--- src/rtl/llsc_pkg.sv ---
package llsc_pkg;
  typedef enum logic [1:0] {
    OP_LOAD  = 2'd0,
    OP_LL    = 2'd1,
    OP_STORE = 2'd2,
    OP_SC    = 2'd3
  } llsc_op_e;
endpackage

--- src/rtl/llsc_entry.sv ---
// One reservation slot, owned by the context whose number equals SLOT.
module llsc_entry #(
  parameter int ADDR_W = 32,
  parameter int CTX_W  = 2,
  parameter int SLOT   = 0
) (
  input  logic              clk,
  input  logic              rst,
  input  logic              set_i,
  input  logic [ADDR_W-1:0] set_addr_i,
  input  logic              clr_i,
  input  logic [ADDR_W-1:0] clr_addr_i,
  output logic              vld_o,
  output logic [ADDR_W-1:0] addr_o,
  output logic [CTX_W-1:0]  owner_o
);
  localparam logic [CTX_W-1:0] OWNER = CTX_W'(SLOT);

  logic              vld_q;
  logic [ADDR_W-1:0] addr_q;
  logic              hit;

  assign hit = vld_q && (addr_q == clr_addr_i);

  // A load-linked and a store never share a cycle on the single request
  // path, so set and clear are mutually exclusive in practice. Set is
  // listed first only to make the update total.
  always_ff @(posedge clk) begin
    if (rst) begin
      vld_q  <= 1'b0;
      addr_q <= '0;
    end else if (set_i) begin
      vld_q  <= 1'b1;
      addr_q <= set_addr_i;
    end else if (clr_i && hit) begin
      vld_q  <= 1'b0;
    end
  end

  assign vld_o   = vld_q;
  assign addr_o  = addr_q;
  assign owner_o = OWNER;

  // a load-linked leaves this slot holding exactly its address
  assert_slot_load_R3: assert property (@(posedge clk) disable iff (rst)
    set_i |=> (vld_o && addr_o == $past(set_addr_i)));

  // a store on the held granule empties the slot
  assert_slot_clear_R6: assert property (@(posedge clk) disable iff (rst)
    (clr_i && !set_i && vld_o && addr_o == clr_addr_i) |=> !vld_o);

  // a store elsewhere leaves the slot untouched
  assert_slot_keep_R11: assert property (@(posedge clk) disable iff (rst)
    (clr_i && !set_i && vld_o && addr_o != clr_addr_i) |=> (vld_o && $stable(addr_o)));
endmodule

--- src/rtl/llsc_decide.sv ---
// Combinational decision for one request against the reservation table.
module llsc_decide
  import llsc_pkg::*;
#(
  parameter int NCTX   = 4,
  parameter int ADDR_W = 32,
  parameter int CTX_W  = 2
) (
  input  logic                        req_valid,
  input  logic [1:0]                  req_op,
  input  logic [ADDR_W-1:0]           gran_addr,
  input  logic [CTX_W-1:0]            req_ctx,
  input  logic [NCTX-1:0]             tbl_vld,
  input  logic [NCTX-1:0][ADDR_W-1:0] tbl_addr,
  input  logic [NCTX-1:0][CTX_W-1:0]  tbl_owner,
  output logic [NCTX-1:0]             set_vec,
  output logic                        clr_o,
  output logic                        wr_en,
  output logic                        is_sc,
  output logic                        sc_ok
);
  llsc_op_e op;
  logic     is_store;
  logic     is_ll;
  logic     any_held;
  logic     own_hit;

  assign op       = llsc_op_e'(req_op);
  assign is_store = req_valid && (op == OP_STORE);
  assign is_ll    = req_valid && (op == OP_LL);
  assign is_sc    = req_valid && (op == OP_SC);
  assign any_held = |tbl_vld;

  always_comb begin
    own_hit = 1'b0;
    for (int i = 0; i < NCTX; i++) begin
      if (tbl_vld[i] && tbl_owner[i] == req_ctx && tbl_addr[i] == gran_addr)
        own_hit = 1'b1;
    end
  end

  genvar g;
  generate
    for (g = 0; g < NCTX; g++) begin : g_set
      assign set_vec[g] = is_ll && (req_ctx == CTX_W'(g));
    end
  endgenerate

  // Empty table: a store-conditional fails without searching.
  assign sc_ok = is_sc && any_held && own_hit;
  assign wr_en = is_store || sc_ok;
  assign clr_o = is_store || is_sc;
endmodule

--- src/rtl/llsc_monitor.sv ---
module llsc_monitor
  import llsc_pkg::*;
#(
  parameter int NCTX      = 4,
  parameter int ADDR_W    = 32,
  parameter int GRAN_BITS = 4,
  parameter int CTX_W     = (NCTX > 1) ? $clog2(NCTX) : 1
) (
  input  logic              clk,
  input  logic              rst,
  input  logic              req_valid,
  input  logic [1:0]        req_op,
  input  logic [ADDR_W-1:0] req_addr,
  input  logic [CTX_W-1:0]  req_ctx,
  output logic              resp_valid,
  output logic              resp_wr_en,
  output logic              resp_sc,
  output logic              resp_sc_ok
);
  localparam logic [ADDR_W-1:0] GRAN_MASK = ~((ADDR_W'(1) << GRAN_BITS) - ADDR_W'(1));

  logic [ADDR_W-1:0]           gran_addr;
  logic [NCTX-1:0]             tbl_vld;
  logic [NCTX-1:0][ADDR_W-1:0] tbl_addr;
  logic [NCTX-1:0][CTX_W-1:0]  tbl_owner;
  logic [NCTX-1:0]             set_vec;
  logic                        clr;
  logic                        d_wr_en;
  logic                        d_is_sc;
  logic                        d_sc_ok;

  assign gran_addr = req_addr & GRAN_MASK;

  genvar s;
  generate
    for (s = 0; s < NCTX; s++) begin : g_slot
      llsc_entry #(.ADDR_W(ADDR_W), .CTX_W(CTX_W), .SLOT(s)) u_entry (
        .clk        (clk),
        .rst        (rst),
        .set_i      (set_vec[s]),
        .set_addr_i (gran_addr),
        .clr_i      (clr),
        .clr_addr_i (gran_addr),
        .vld_o      (tbl_vld[s]),
        .addr_o     (tbl_addr[s]),
        .owner_o    (tbl_owner[s])
      );
    end
  endgenerate

  llsc_decide #(.NCTX(NCTX), .ADDR_W(ADDR_W), .CTX_W(CTX_W)) u_decide (
    .req_valid (req_valid),
    .req_op    (req_op),
    .gran_addr (gran_addr),
    .req_ctx   (req_ctx),
    .tbl_vld   (tbl_vld),
    .tbl_addr  (tbl_addr),
    .tbl_owner (tbl_owner),
    .set_vec   (set_vec),
    .clr_o     (clr),
    .wr_en     (d_wr_en),
    .is_sc     (d_is_sc),
    .sc_ok     (d_sc_ok)
  );

  always_ff @(posedge clk) begin
    if (rst) begin
      resp_valid <= 1'b0;
      resp_wr_en <= 1'b0;
      resp_sc    <= 1'b0;
      resp_sc_ok <= 1'b0;
    end else begin
      resp_valid <= req_valid;
      resp_wr_en <= d_wr_en;
      resp_sc    <= d_is_sc;
      resp_sc_ok <= d_sc_ok;
    end
  end

  // store-conditional against an empty table fails
  assert_empty_sc_fails_R4: assert property (@(posedge clk) disable iff (rst)
    (req_valid && req_op == 2'd3 && tbl_vld == '0) |=> (resp_sc && !resp_sc_ok && !resp_wr_en));

  // a plain store is always written
  assert_store_writes_R5: assert property (@(posedge clk) disable iff (rst)
    (req_valid && req_op == 2'd2) |=> resp_wr_en);

  // loads and load-linked never write
  assert_load_no_write_R9: assert property (@(posedge clk) disable iff (rst)
    (req_valid && req_op[1] == 1'b0) |=> !resp_wr_en);

  // an idle cycle gives an empty response
  assert_idle_quiet_R10: assert property (@(posedge clk) disable iff (rst)
    !req_valid |=> (!resp_valid && !resp_wr_en && !resp_sc && !resp_sc_ok));

  // a load-linked leaves its context holding a reservation
  assert_ll_holds_R3: assert property (@(posedge clk) disable iff (rst)
    (req_valid && req_op == 2'd1) |=> (tbl_vld != '0));
endmodule

--- config.mk ---
export PLATFORM = sky130hd
export DESIGN_NAME = llsc_monitor
export DESIGN_NICKNAME = d
export VERILOG_FILES = /design/src/rtl/llsc_pkg.sv /design/src/rtl/llsc_entry.sv /design/src/rtl/llsc_decide.sv /design/src/rtl/llsc_monitor.sv
export SDC_FILE = /design/constraint.sdc
export NUM_CORES = 1
export LEC_CHECK = 0
export BUFFER_PORTS_ARGS = -buffer_cell sky130_fd_sc_hd__buf_4
export CAP_MARGIN = 20
export CORE_MARGIN = 1
export CORE_UTILIZATION = 60
export CTS_BUF_LIST = sky130_fd_sc_hd__clkbuf_8
export DETAILED_ROUTE_END_ITERATION = 8
export PLACE_DENSITY_LB_ADDON = 0.15
export SKIP_CTS_REPAIR_TIMING = 1
export SKIP_LAST_GASP = 1
export SYNTH_ARGS = -nofsm -noshare
export SYNTH_HDL_FRONTEND = slang
export SYNTH_HIERARCHICAL = 1
export SYNTH_SLANG_ARGS = --single-unit
export TNS_END_PERCENT = 5
--- constraint.sdc ---
create_clock -name clk -period 2.1 [get_ports clk]
set_clock_uncertainty 0.2 [all_clocks]
set_input_delay 0.105 -clock clk [delete_from_list [all_inputs] [get_ports clk]]
set_output_delay 0.105 -clock clk [all_outputs]
set_load 0.1 [all_outputs]
---- Word-level counts from Yosys, hierarchy flattened ----
Cells that the tools add are included.
W data, S select, Z words.
operators by class
  $lt $le $gt $ge ......................... 0
  shift operators ......................... 0
  reduce and logical (&&, ||, !) cells .... 33
  bitwise operators ....................... 0
  eq/ne operators ......................... 13
  muxes and demuxes ....................... 12
  divide/modulo/power cells ............... 0
  multipliers ............................. 0
  add/sub/neg operators ................... 0
operators by type and width
  kind                  count
  $eq A28 B28 Y1        4
  $logic_and A1 B1 Y1   25
  $mux W1               12
  $eq A2 B2 Y1 const B  4
  $reduce_bool A2 Y1    4
  $eq A2 B1 Y1 const B  2
  $eq A2 B2 Y1 const A  2
  $reduce_or A4 Y1      1
  $eq A1 B2 Y1 const A  1
  $logic_not A2 Y1      1
  $logic_or A1 B1 Y1    2
storage, ports and cells
  output and inout port bits .............. 4
  word-level logic and storage cells ...... 70
  latch bits .............................. 0
  memories ................................ 0
  memory bits (writable) .................. 0
  bits in registers ....................... 120
  memory bits (read-only) ................. 0
  bits of input ports ..................... 39

---- Longest topological paths before layout ----
  word-level depth ........................ 9
  depth in mapped cells ................... 8
  gate-level depth less buffers ........... 7

---- Modules after synthesis ----
Netlist, hierarchy kept.
modules (own cells, without submodules)
  module                              area an instance (um^2)  instances  sequential area each (um^2)  cells an instance
  llsc_entry (g_slot[1].u_entry ...)  1,520.2                  2          660.6                        154
  llsc_entry (g_slot[0].u_entry ...)  1,516.5                  2          660.6                        153
  llsc_decide                         1,843.0                  1          0.0                          222
  llsc_monitor                        108.9                    1          80.1                         9

---- Worst setup path before layout ----
No wires, ideal clock.
  path type ............................... reg-to-reg
  start ................................... register g_slot[3].u_entry.addr_q[24]
  end ..................................... register resp_wr_en
  cell stages (with the launch flop) ...... 8
  path slack .............................. 0.469 ns
  setup time .............................. 0.065 ns
  data required time ...................... 1.835 ns
  clock period less this slack ............ 1.631 ns
  arrival time ............................ 1.365 ns
  path buffers ............................ 0
  path through ............................ dfxtp_1 > xnor2_4 > nand4_1 > nor4_1 > nand3_1 > and4_4 > o22ai_2 > nor2b_1
between the ends
  cells in the longest elaborated chain, start to end .. 5
RTL lines
  item                      RTL line            text
  start: declaration        llsc_entry.sv:20    logic [ADDR_W-1:0] addr_q;
  start signal: assignment  llsc_entry.sv:34    addr_q <= set_addr_i;
  $eq A28 B28 Y1            llsc_decide.sv:37   if (tbl_vld[i] && tbl_owner[i] == req_ctx && tbl_addr[i] == gran_addr)
  $logic_and A1 B1 Y1       llsc_decide.sv:37
  $mux W1                   llsc_decide.sv:37
  $logic_and A1 B1 Y1       llsc_decide.sv:50   assign sc_ok = is_sc && any_held && own_hit;
  $logic_or A1 B1 Y1        llsc_decide.sv:51   assign wr_en = is_store || sc_ok;
  via d_wr_en               llsc_monitor.sv:28  logic d_wr_en;
  end signal: assignment    llsc_monitor.sv:74  resp_wr_en <= d_wr_en;
  end: declaration          llsc_monitor.sv:16  output logic resp_wr_en,
The timed path passes the listed nets, and every way through them passes these cells.
A chain may end at the register's enable or synchronous reset.

---- Final worst setup path ----
  start ................................... register g_slot[3].u_entry.addr_q[11]
  end ..................................... register resp_wr_en
Same word-level chain as after synthesis.

==> impl_metrics.tcl <==
set metrics [dict create \
    first_pass_iters 5 \
    cp-start-kind "register" \
    path_clk_slew_ns 0.07 \
    syn_inst 845 \
    rsz0062_at_grt "true" \
    vdd_ir_drop_max_v 0.000621 \
    num_rows 41 \
    setup_viol 0 \
    synth-compound-area-share 0.00639 \
    dpl.hpwl_mm 15.4 \
    port-buffer-count 38 \
    r2r_end "resp_wr_en" \
    synth-seq-area-share 0.339 \
    io_pins 43 \
    yosys-top-cells-area "dfxtp_1 (34%), xnor2_1 (17%), mux2i_1 (16%)" \
    wl_per_cell_um 19.2 \
    grt_usage 0.308 \
    diodes 0 \
    grt_pass1_wl_mm 32.4 \
    cp_slowest_cell "dfxtp_1" \
    period_minus_slack_ns 2.07 \
    start_util 0.626 \
    post-route-period-util 0.984 \
    synth_area_leader_cell "dfxtp_1" \
    crit_family "simple AND/OR/NAND/NOR gates" \
    grt_max_degree 45 \
    syn_to_final_growth_pct 17.0 \
    slew_headroom 0.622 \
    required_ns 2.29 \
    fin_util 0.732 \
    htree_levels 4 \
    insertion_delay_ns 0.45 \
    die_h_um 118 \
    synth-simple-area-share 0.145 \
    syn-cell-area_um2 8030 \
    setup_ws_ns 0.0327 \
    fp.dieArea_um2 13800 \
    ant_nets 0 \
    hold_viol 1 \
    synth_top_family_by_area "XOR/XNOR gates" \
    synth_cell_types 29 \
    hp-class "in -> reg" \
    fmaxAchievable_ghz 0.484 \
    drc 0 \
    reg2reg_slack_ns 0.03 \
    drt_iter0_drc 516 \
    syn-mean-instance-area_um2 9.50 \
    synthAdderAreaFrac 0 \
    die_w_um 118 \
    r2r_cells 7 \
    p_per_area_nw_per_um2 596 \
    crit_end "resp_wr_en" \
    status "finished, violations left" \
    cpPeakStageDelay_ns 0.34 \
    tightest_slew_ns 0.567 \
    cts_tree "built" \
    multi_input_area_um2 5090 \
    numCtsBuffers 17 \
    crit_arrival_ns 2.26 \
    fillers 952 \
    cts-root-buf "clkbuf_8" \
    place_worst_setup_slack_ns 0.0929 \
    synth.area.mux_share 0.160 \
    layout-drive-gt1-share 0.119 \
    crit-reg2reg-launch "g_slot[3].u_entry/addr_o[11]" \
    regArea_um2 2720 \
    antenna_found_initial 1 \
    worstPathCellList "xnor2_1 -> nand4_1 -> nor4_1 -> nand3_1 -> and4_4 -> o22ai_2 -> nor2b_1" \
    power_leakage_nw 3.45 \
    cp_num_buf_inv 0 \
    critPathKind "reg -> reg" \
    cts_sinks 136 \
    ys_seq_elements 136 \
    yosysWarnings 6 \
    drv_cap 0 \
    synth_top_area_share 0.339 \
    placed_area_um2 8650 \
    grt_pass1_vias 5886 \
    grt-ovfl-total 0 \
    cp_max_fo 3 \
    vias 6279 \
    crit_path_start "g_slot[3].u_entry/addr_o[11]" \
    violations "hold timing" \
    via_per_inst 5.53 \
    timing.hold.ws_ns -0.0236 \
    gp_congestion 0.943 \
    nNetsFinal 992 \
    synthXorXnorAreaFrac 0.297 \
    endpoint_kind "register" \
    wirelength_mm 21.8 \
    coreArea_um2 12800 \
    fin_area_um2 9390 \
    drv_slew 0 \
    cp_num_cells 7 \
    cts_buffer_depth 2 \
]
==> flip-flops by register name, indices dropped and copies added (netlist names) <==
name / flops
g_slot.u_entry/addr_o: 128
g_slot.u_entry/vld_o: 4
resp_sc: 1
resp_sc_ok: 1
resp_valid: 1
resp_wr_en: 1
==> worst min path at each step <==
stage                                   endpoint    startpoint  cells past startpoint
floorplan                                resp_sc           rst                      1
global placement                      resp_valid     req_valid                      2
detailed placement                    resp_valid     req_valid                      2
CTS                                   resp_valid     req_valid                      2
global route        g_slot[1].u_entry/addr_o[20]  req_addr[20]                      4
finish              g_slot[3].u_entry/addr_o[20]  req_addr[20]                      4
==> routing by layer <==
layer	vias to the layer above	wire length, um	part of all wire	global-route usage
met3	40	1530	0.070	0.0703
li1	2981	-	-	-
met1	3012	9400	0.43	0.404
met4	0	713	0.033	0.125
met2	246	10100	0.47	0.489
met5	-	0	0	0
==> area by class of cell <==
| class | instances | share of cell area |
|---|---|---|
| clock buffer | 21 | 0.0308 |
| clock inverter | 8 | 0.00893 |
| inverter | 1 | 0.000400 |
| multi-input combinational | 688 | 0.542 |
| sequential | 136 | 0.290 |
| tap | 172 | 0.0229 |
| timing repair buffer | 109 | 0.105 |
==> cells in the final DEF, fill, tap and decap left out, types with 6 or more instances in the layout <==
cell,instances
buf_12,6
buf_4,67
clkbuf_8,21
conb_1,50
dfxtp_1,136
dlygate4sd3_1,36
inv_1,6
mux2i_1,128
nand4_1,44
nor2_1,133
nor3_1,8
nor4_1,31
xnor2_1,151
xnor2_2,8
xor2_1,104
==> logic make-up (layout without fill, tap and decap cells) <==
group                  after synthesis  after routing
AO/OA/AOI/OAI                        6              6
XOR/XNOR                           264            264
buffers and inverters               64            139
flip-flops                         136            136
multiplexers                       128            128
other                                7             50
AND/OR/NAND/NOR                    240            240
==> metrics by stage <==
stage	hold WS, ns	instances	TNS [ns]	power (mW)
4_1_cts	-0.302	1099	0	5.54
6_report	-0.0236	1135	0	5.60
3_3_place_gp	0.144	1070	0	3.46
5_1_grt	0.00869	1135	-0.0252	5.77
2_1_floorplan	-0.0234	888	0	3.21
3_5_place_dp	0.166	1070	0	3.48
==> cell usage after synthesis <==
cell      instances
xnor2_1         152
dfxtp_1         136
nor2_1          134
mux2i_1         128
xor2_1          104
nand4_1          44
nor4_1           32
buf_2            26
clkbuf_1         16
buf_6            13
nor3_1            9
buf_4             8
conb_1            7
xnor2_2           7
a211oi_1          4
nand3_1           4
nand4b_1          4
nor2b_1           4
nand2_1           3
and3_1            1
and3_2            1
and4_4            1
inv_1             1
nor2_2            1
nor3b_1           1
o22ai_2           1
o41ai_1           1
or2_2             1
xnor2_4           1
==> power by group <==
group	internal [mW]	switching (mW)	total, mW
combinational	0.372	0.481	0.853
clock	1.14	0.953	2.09
sequential	2.61	0.0383	2.65
total	4.12	1.47	5.60
==> tightest hold or removal path: cells and delay by family <==
kind / cells / cell delay [ns]
muxes: 1 / 0.08
buffers and inverters: 2 / 0.32
and+or+nand+nor: 1 / 0.08
Note: power is estimated with default switching activity, not from simulation.
